<file path="config.mk">
export PLATFORM = sky130hd
export DESIGN_NAME = amp_cfg_ctrl
export DESIGN_NICKNAME = d
export VERILOG_FILES = /design/src/rtl/amp_cfg_pkg.sv /design/src/rtl/amp_gain_step.sv /design/src/rtl/amp_cfg_shifter.sv /design/src/rtl/amp_cfg_ctrl.sv
export SDC_FILE = /design/constraint.sdc
export NUM_CORES = 1
export LEC_CHECK = 0
export ABC_AREA = 1
export BUFFER_PORTS_ARGS = -buffer_cell sky130_fd_sc_hd__clkbuf_2
export CORE_ASPECT_RATIO = 0.7
export CORE_UTILIZATION = 35
export CTS_CLUSTER_DIAMETER = 30
export DETAILED_ROUTE_END_ITERATION = 7
export MAX_ROUTING_LAYER = met4
export PLACE_DENSITY = 0.52
export SYNTH_ARGS = -nofsm -noshare
export SYNTH_HDL_FRONTEND = slang
export SYNTH_SLANG_ARGS = --single-unit
export TNS_END_PERCENT = 30
</file>
<file path="constraint.sdc">
create_clock -name clk -period 3.95 [get_ports clk]
set_clock_uncertainty 0.15 [all_clocks]
set_input_delay 0.79 -clock clk [delete_from_list [all_inputs] [get_ports clk]]
set_output_delay 0.79 -clock clk [all_outputs]
set_load 0.01 [all_outputs]
</file>
<file path="src/rtl/amp_cfg_pkg.sv">
package amp_cfg_pkg;

    localparam int GAIN_STEPS = 7;
    localparam int GAIN_W     = 3;
    localparam int WORD_W     = 16;
    localparam int PAD_W      = WORD_W - GAIN_STEPS - 4;

    typedef enum logic [1:0] {
        SRC_A    = 2'd0,
        SRC_DIFF = 2'd1,
        SRC_GND  = 2'd2
    } src_sel_e;

    typedef struct packed {
        logic [GAIN_W-1:0] gain;
        logic              ac;
        src_sel_e          src;
        logic              shield_gnd;
    } amp_cfg_t;

    localparam amp_cfg_t CFG_DEFAULT = '{
        gain:       '0,
        ac:         1'b0,
        src:        SRC_A,
        shield_gnd: 1'b0
    };

    function automatic logic [WORD_W-1:0] cfg_to_word(amp_cfg_t c);
        logic [GAIN_STEPS-1:0] oh;
        oh = GAIN_STEPS'(1) << c.gain;
        return {oh, c.ac, c.src, c.shield_gnd, {PAD_W{1'b0}}};
    endfunction

endpackage

</file>
<file path="src/rtl/amp_gain_step.sv">
module amp_gain_step #(
    parameter int STEPS = 7,
    localparam int IW   = $clog2(STEPS)
) (
    input  logic [IW-1:0] cur,
    input  logic          up,
    input  logic          down,
    output logic [IW-1:0] nxt
);
    localparam logic [IW-1:0] TOP = IW'(STEPS - 1);

    always_comb begin
        nxt = cur;
        if (up && !down && cur != TOP) begin
            nxt = cur + 1'b1;
        end else if (down && !up && cur != '0) begin
            nxt = cur - 1'b1;
        end
    end
endmodule

</file>
<file path="src/rtl/amp_cfg_shifter.sv">
module amp_cfg_shifter #(
    parameter int WORD_W   = 16,
    parameter int HALF_DIV = 4,
    localparam int CNT_W   = (HALF_DIV > 1) ? $clog2(HALF_DIV) : 1,
    localparam int BIT_W   = $clog2(WORD_W)
) (
    input  logic              clk,
    input  logic              rst_n,
    input  logic              start,
    input  logic [WORD_W-1:0] word,
    output logic              sclk,
    output logic              sdata,
    output logic              slatch,
    output logic              busy
);
    typedef enum logic [1:0] {ST_IDLE, ST_SHIFT, ST_LATCH} sh_state_e;

    typedef struct packed {
        sh_state_e         st;
        logic [WORD_W-1:0] sreg;
        logic [BIT_W-1:0]  bit_n;
        logic [CNT_W-1:0]  cnt;
        logic              phase;
    } sh_t;

    localparam logic [CNT_W-1:0] CNT_LAST = CNT_W'(HALF_DIV - 1);
    localparam logic [BIT_W-1:0] BIT_LAST = BIT_W'(WORD_W - 1);

    sh_t s_d, s_q;
    logic tick;

    always_comb begin
        s_d  = s_q;
        tick = (s_q.cnt == CNT_LAST);
        if (s_q.st != ST_IDLE) begin
            s_d.cnt = tick ? '0 : s_q.cnt + 1'b1;
        end
        unique case (s_q.st)
            ST_IDLE: begin
                if (start) begin
                    s_d.st    = ST_SHIFT;
                    s_d.sreg  = word;
                    s_d.bit_n = '0;
                    s_d.cnt   = '0;
                    s_d.phase = 1'b0;
                end
            end
            ST_SHIFT: begin
                if (tick) begin
                    s_d.phase = ~s_q.phase;
                    if (s_q.phase) begin
                        if (s_q.bit_n == BIT_LAST) begin
                            s_d.st = ST_LATCH;
                        end else begin
                            s_d.bit_n = s_q.bit_n + 1'b1;
                            s_d.sreg  = {s_q.sreg[WORD_W-2:0], 1'b0};
                        end
                    end
                end
            end
            ST_LATCH: begin
                if (tick) begin
                    s_d.phase = ~s_q.phase;
                    if (s_q.phase) s_d.st = ST_IDLE;
                end
            end
            default: s_d.st = ST_IDLE;
        endcase
    end

    always_ff @(posedge clk or negedge rst_n) begin
        if (!rst_n) begin
            s_q <= '{st: ST_IDLE, sreg: '0, bit_n: '0, cnt: '0, phase: 1'b0};
        end else begin
            s_q <= s_d;
        end
    end

    assign sclk   = (s_q.st == ST_SHIFT) && s_q.phase;
    assign sdata  = (s_q.st == ST_SHIFT) && s_q.sreg[WORD_W-1];
    assign slatch = (s_q.st == ST_LATCH);
    assign busy   = (s_q.st != ST_IDLE);
endmodule

</file>
<file path="src/rtl/amp_cfg_ctrl.sv">
module amp_cfg_ctrl
    import amp_cfg_pkg::*;
#(
    parameter int SCLK_HALF = 4
) (
    input  logic                  clk,
    input  logic                  rst_n,
    input  logic                  btn_up,
    input  logic                  btn_down,
    input  logic                  host_wr,
    input  logic [GAIN_W-1:0]     host_gain,
    input  logic                  host_ac,
    input  logic [1:0]            host_src,
    input  logic                  host_shield,
    output logic                  host_err,
    output logic [GAIN_W-1:0]     gain_idx,
    output logic [GAIN_STEPS-1:0] gain_led,
    output logic                  sr_clk,
    output logic                  sr_data,
    output logic                  sr_latch,
    output logic                  busy
);
    localparam logic [GAIN_W-1:0] GAIN_MAX = GAIN_W'(GAIN_STEPS - 1);

    typedef struct packed {
        amp_cfg_t cfg;
        logic     pending;
        logic     err;
    } ctrl_t;

    ctrl_t st_d, st_q;
    logic [GAIN_W-1:0] gain_next;
    amp_cfg_t          cfg_new;
    logic              host_ok;
    logic              start_shift;
    logic              sh_busy;

    amp_gain_step #(.STEPS(GAIN_STEPS)) u_step (
        .cur  (st_q.cfg.gain),
        .up   (btn_up),
        .down (btn_down),
        .nxt  (gain_next)
    );

    always_comb begin
        st_d        = st_q;
        host_ok     = (host_gain <= GAIN_MAX) && (host_src != 2'd3);
        cfg_new     = st_q.cfg;
        st_d.err    = 1'b0;
        if (host_wr) begin
            if (host_ok) begin
                cfg_new.gain       = host_gain;
                cfg_new.ac         = host_ac;
                cfg_new.src        = src_sel_e'(host_src);
                cfg_new.shield_gnd = host_shield;
            end else begin
                st_d.err = 1'b1;
            end
        end else begin
            cfg_new.gain = gain_next;
        end
        start_shift  = st_q.pending && !sh_busy;
        st_d.cfg     = cfg_new;
        st_d.pending = (st_q.pending && !start_shift) || (cfg_new != st_q.cfg);
    end

    always_ff @(posedge clk or negedge rst_n) begin
        if (!rst_n) begin
            st_q <= '{cfg: CFG_DEFAULT, pending: 1'b1, err: 1'b0};
        end else begin
            st_q <= st_d;
        end
    end

    amp_cfg_shifter #(.WORD_W(WORD_W), .HALF_DIV(SCLK_HALF)) u_shift (
        .clk    (clk),
        .rst_n  (rst_n),
        .start  (start_shift),
        .word   (cfg_to_word(st_q.cfg)),
        .sclk   (sr_clk),
        .sdata  (sr_data),
        .slatch (sr_latch),
        .busy   (sh_busy)
    );

    for (genvar k = 0; k < GAIN_STEPS; k++) begin : g_led
        assign gain_led[k] = (st_q.cfg.gain == GAIN_W'(k));
    end

    assign gain_idx = st_q.cfg.gain;
    assign host_err = st_q.err;
    assign busy     = sh_busy;
endmodule

</file>
==> results_dict.tcl, run 1 <==
set metrics [dict create \
    rrSetupSlack_ns 1.47 \
    path_common_cell "inv_1" \
    ys_types 30 \
    slew_viol_final 0 \
    ys_seq_elements 29 \
    crit_buf_inv 3 \
    stdcell_count 329 \
    relSlewSlack_pct 51.3 \
    p_leak_nw 1.12 \
    clk_latency_ns 0.27 \
    crit_path_max_fanout 17 \
    grt_use_met3_pct 3.93 \
    via_per_inst 4.65 \
    antenna_found_initial 0 \
    drc 0 \
    dieWidth_um 89.5 \
    cts_resized 0 \
    synth_edf_count 0 \
    synth-main-ff-cell "dfrtp_1" \
    path_cells "inv_1 -> ha_1 -> nand2_1 -> inv_1 -> clkbuf_2" \
    critical_path_arrival_ns 1.68 \
    start_util_pct 37.8 \
    fin_tns_setup_ns 0 \
    htreeDepth 2 \
    ios 27 \
    clockBufferDepth 2 \
    grt_pass1_wl_um 6550 \
    grt_max_degree 30 \
    cts-buffers-inserted 5 \
    grt_pass1_vias 1376 \
    slowest_delay_ns 0.63 \
    worstMarginPinSlew_ns 0.731 \
    grt.total_usage_pct 15.6 \
    postCtsSetupRepairBufs 0 \
    antenna_cells 0 \
    tritoncts "built" \
    cts_sinks 29 \
    cp.required_ns 3.01 \
    utilization_pct 42.0 \
    rows 21 \
    synthToLayoutAreaGrowth_pct 11.2 \
    coreArea_mm2 0.00497 \
    ant_nets 0 \
    crit_type "register to output port" \
    layout-drive-gt1-share_pct 18.1 \
    gp_congestion 0.786 \
    post_drt_wl_per_cell_um 11.7 \
    grt_use_met1_pct 24.8 \
    wl_um 3850 \
    syn_avg_cell_area_um2 7.95 \
    die-area_mm2 0.00566 \
    num_vias 1529 \
    seq_area_frac_synth_pct 38.7 \
    ir_worst_vdd_v 0.000119 \
    grt-ovfl-total 0 \
    finalCritPeriodShare_pct 66.4 \
    num-fill-cells 528 \
    hold_violations 0 \
    critPathTopFamily "adder cells" \
    min_period_ns 2.62 \
    syn-num-nets 259 \
    cp-start-kind "register" \
    status "finished clean" \
    dp_cells 321 \
    met2_usage_pct 18.7 \
    die-height_um 63.3 \
    place_hpwl_um 2930 \
    cap_violations 0 \
    cp_slowest_cell "ha_1" \
    clk_pin_slew_worst_paths_ns 0.06 \
    hold_buffers 0 \
    busiest_layer "met1" \
    powerDensity_mw_per_mm2 336 \
    fin_nets 282 \
    drt-initial-drc-count 87 \
    rsz0062_at_grt "no" \
    drt_first_pass_iters 4 \
    min_path_type "register to register" \
    portBuffers 26 \
    yosys_warnings 0 \
    syn-cell-area_mm2 0.00188 \
    cts_root_buffer "clkbuf_8" \
    ys_async_sr_fraction_pct 100 \
    worst_setup_path_end_kind "output port" \
    max_freq_mhz 381 \
    timing.final.ws_setup_ns 1.33 \
    post-place-ws_ns 1.51 \
    netlist_instances 236 \
    setup_viol 0 \
]
## worst paths after layout
| check | cells after the start | from | end |
|---|---|---|---|
| setup / recovery | 5 | u_shift.s_q[24] | sr_data |
| hold / removal | 1 | u_shift.s_q[6] | u_shift.s_q[6] |
| setup reg to reg | 8 | u_shift.s_q[24] | u_shift.s_q[21] |
| hold reg to reg | 1 | u_shift.s_q[6] | u_shift.s_q[6] |
| max in group asynchronous | 1 | rst_n | st_q[4] |
| min in group asynchronous | 1 | rst_n | u_shift.s_q[18] |
## registers in the layout, indices dropped and copies added, names as in the netlist
| name | count |
|---|---|
| gain_idx | 3 |
| host_err | 1 |
| u_shift.s_q | 20 |
| st_q | 5 |
## area by class of cell
cell class	count	area [um^2]	share of cell area, %
clock buffer	8	80.1	3.84
tap	69	86.3	4.14
timing repair buffer	26	130	6.24
sequential	29	727	34.8
multi-input combinational	160	925	44.3
inverter	37	139	6.65
## placed cells by master (no fill, tap or decap)
master     n
a21oi_1    6
clkbuf_1   3
ha_1      11
nor2_1    14
a22oi_2    8
or2_0      1
clkbuf_8   5
o21bai_1   1
clkbuf_2  26
o21ai_1    2
nand3_4    1
nand3_2    1
dfrtp_1   28
nor3_1     2
nor2_4     1
dfstp_2    1
inv_2      2
nand2_1   63
o211ai_2   1
nand3_1   24
nand4_1    2
mux2i_1    1
a22oi_1    2
o31ai_1    1
o21ai_0   11
o21ai_4    1
nand3b_1   3
xnor2_1    2
o22ai_1    1
inv_1     35
## synth_stat cells, types with 3 or more instances
cell      instances  area, um^2
a21oi_1           6        30.0
nor2_1           14        52.6
a22oi_2           8         100
nand3_1          24         120
ha_1             11         138
buf_4             5        37.5
o21ai_0          11        55.1
dfrtp_1          28         701
nand2_1          63         236
inv_1            35         131
nand3b_1          3        22.5
buf_6             4        45.0
## where the power goes
group | switching, mW | internal (mW) | total, mW
sequential | 0.0227 | 0.312 | 0.334
clock | 0.104 | 0.125 | 0.228
combinational | 0.0869 | 0.0514 | 0.138
## stage by stage
step | power, mW | hold slack, ns | area, um^2
floorplan | 0.434 | 0.295 | 1880
global placement | 0.480 | 0.318 | 2010
detailed placement | 0.479 | 0.322 | 2010
CTS | 0.717 | 0.329 | 2090
global route | 0.758 | 0.356 | 2090
finish | 0.701 | 0.340 | 2090
## routing by layer
metal | wire (um) | part of all wire, %
met1 | 2330 | 60
met2 | 1350 | 35
met3 | 146 | 3.8
met4 | 25 | 0.65
met5 | 0 | 0
## cells by family (layout without fill, tap and decap cells)
kind of cell,count (synthesis),after routing,synth area share (%)
AND/OR/NAND/NOR,112,112,26.6
buffers and inverters,47,71,12.0
AO/OA/AOI/OAI,34,34,13.9
flip-flops,29,29,38.7
adder cells (fa/ha/maj),11,11,7.33
XOR/XNOR,2,2,0.934
multiplexers,1,1,0.533
(Power assumes the default switching activity.)
==> run 2, diff against run 1 <==
- ABC_AREA: 1 -> 0
- PLACE_DENSITY: 0.52 -> 0.53
- clock period: 3.95 -> 2.7 ns (I/O delays scaled with it)
==> run 2 against run 1 <==
First-iteration DRC count down 5.7%. Non-clock buffer count is 2 higher. Utilization shrank 0.16 points. Routed wire length up 4.9%. Count of clock-buffer cells in the layout decreased by 2. Largest power group is now combinational logic. Highest routed layer unchanged.
==> results_dict.tcl, run 2 <==
set metrics [dict create \
    min_period_ns 2.37 \
    clk_latency_ns 0.28 \
    ys_top_cells_by_area "dfrtp_1, ha_1, a221o_1" \
    worst_setup_path_end_kind "output port" \
    layout-drive-gt1-share_pct 24.3 \
    yosysMostFrequentCell "dfrtp_1" \
    clk_pin_slew_worst_paths_ns 0.07 \
    min_path_type "primary input to asynchronous set/reset pin" \
    rsz0062_at_grt "no" \
    clockBufferDepth 2 \
    switchingPower_uw 800 \
    gp_congestion 0.788 \
    stdcell_count 271 \
    ios 27 \
    max_flop_register "u_shift.s_q" \
    fin_area_mm2 0.00201 \
    syn_avg_cell_area_um2 10.1 \
    rows 21 \
    die-height_um 61.4 \
    syn-num-nets 198 \
    rrSetupSlack_ns 0.42 \
    swShare_pct 41.3 \
    synthToLayoutAreaGrowth_pct 14.3 \
    ant_nets 0 \
    cts_resized 0 \
    worstMarginPinSlew_ns 0.758 \
    syn-cell-area_mm2 0.00176 \
    wl_um 4040 \
    synth-main-ff-cell "dfrtp_1" \
    fin_nets 224 \
    cap_violations 0 \
    seqPwrFrac_pct 35.5 \
    cts_root_buffer "clkbuf_8" \
    start_util_pct 36.6 \
    dp_cells 263 \
    final_cell_mix "dfrtp_1, clkbuf_2, nand2_1" \
    crit_path_max_fanout 6 \
    ys_async_sr_fraction_pct 100 \
    antenna_found_initial 0 \
    dieWidth_um 86.8 \
    grt.total_usage_pct 16.7 \
    netlist_instances 175 \
    grt_pass1_wl_um 6310 \
    max_freq_mhz 423 \
    crit_type "register to output port" \
    grt_pass1_vias 1252 \
    drc 0 \
    synth_edf_count 0 \
    ys_types 49 \
    portBuffers 26 \
    power_frac_clock_pct 17.6 \
    powerDensity_mw_per_mm2 962 \
    ys_seq_elements 29 \
    htreeDepth 2 \
    cp-start-kind "register" \
    dpl_cell_area_mm2 0.00193 \
    largest_register_ff_count 20 \
    p_int_mw 1.14 \
    p_leak_nw 0.983 \
    layout_commonest_cell "dfrtp_1" \
    slew_viol_final 0 \
    critical_path_arrival_ns 1.68 \
    rr_endpoint "st_q[1]" \
    drt-initial-drc-count 82 \
    startpoint "gain_idx[0]" \
    pwr-share-comb_pct 47.0 \
    via_per_inst 5.20 \
    endpoint "gain_led[0]" \
    power_mw 1.94 \
    synthTopCellsByCount "dfrtp_1, nand2_1, and3_1, ha_1, inv_1" \
    cts-buffers-inserted 5 \
    r2r_start "gain_idx[0]" \
    yosysTopAreaCell "dfrtp_1" \
    tritoncts "built" \
    grt-ovfl-total 0 \
    yosys_warnings 0 \
    grt_max_degree 30 \
    post_drt_wl_per_cell_um 14.9 \
    seq_area_frac_synth_pct 41.3 \
    hold_buffers 0 \
    r2r_cells 7 \
    utilization_pct 41.9 \
    antenna_cells 0 \
    coreArea_mm2 0.00481 \
    cts_sinks 29 \
    ir_worst_vdd_v 0.000343 \
    num_vias 1408 \
    setup_viol 0 \
    finalCritPeriodShare_pct 87.7 \
    status "finished clean" \
    cp.required_ns 2.01 \
    drt_first_pass_iters 4 \
    fin_tns_setup_ns 0 \
    postCtsSetupRepairBufs 0 \
    die-area_mm2 0.00533 \
    hold_violations 0 \
    relSlewSlack_pct 49.5 \
    synth_top_area_share_pct 39.8 \
    place_hpwl_um 3020 \
]
==> run 2: cell count changes in the layout (fill, tap and decap cells not counted), sizes merged, moves of 11 or more <==
cell | previous run | this run
and3 | 0 | 12
inv | 37 | 12
nand2 | 63 | 16
nand3 | 26 | 5
nor2 | 15 | 4
==> run 2: worst min-delay path by stage <==
stage                      end       startpoint  slack [ns]  depth (start not counted)
6_report        u_shift.s_q[6]            rst_n        0.17                          1
5_1_grt        u_shift.s_q[23]            rst_n        0.22                          1
4_1_cts        u_shift.s_q[16]            rst_n        0.20                          1
3_5_place_dp   u_shift.s_q[14]  u_shift.s_q[14]        0.34                          1
3_3_place_gp   u_shift.s_q[12]  u_shift.s_q[12]        0.33                          1
2_1_floorplan      gain_idx[0]            rst_n        0.09                          0
==> run 2: layer usage <==
metal,vias up,wire [um],global-route usage [%]
li1,695,-,-
met1,681,2170,24.4
met2,27,1670,22.0
met3,5,166,4.16
met4,0,36,5.71
met5,-,0,-
==> run 2: logic make-up after synthesis <==
group	after synthesis	synth area share, %
muxes	4	2.56
adders and majority gates	11	7.81
AOI/OAI and AO/OA	40	18.6
and+or+nand+nor	64	20.7
xor gates and xnor gates	6	2.98
DFF	29	41.3
buffers and inverters	21	6.11
==> run 2: layout make-up <==
cell class                 instances  area (um^2)
tap                               69         86.3
sequential                        29          727
timing repair buffer              28          145
inverter                          12         45.0
multi-input combinational        125          927
clock buffer                       6         72.6
clock inverter                     2         10.0
fill                             479         2800
==> run 2: worst max-delay path, cell delays in order (launching register included) <==
cell      delay, ns
dfrtp_1        0.47
inv_1          0.19
ha_1           0.21
nor2b_1        0.32
clkbuf_2       0.20
==> run 2: power by group through the flow <==
stage	Sequential (mW)	Clock, mW	Combinational (mW)
after floorplan	0.657	0	0.750
after CTS	0.687	0.356	0.915
after global routing	0.710	0.379	1.02
after detailed placement	0.694	0	0.910
after global placement	0.689	0	0.878
final	0.688	0.340	0.910
==> run 2: stage by stage <==
stage,hold WS (ns),worst slack [ns]
final,0.171,0.333
after global routing,0.224,0.222
after CTS,0.197,0.336
after detailed placement,0.339,0.452
after global placement,0.327,0.507
after floorplan,0.0944,0.696
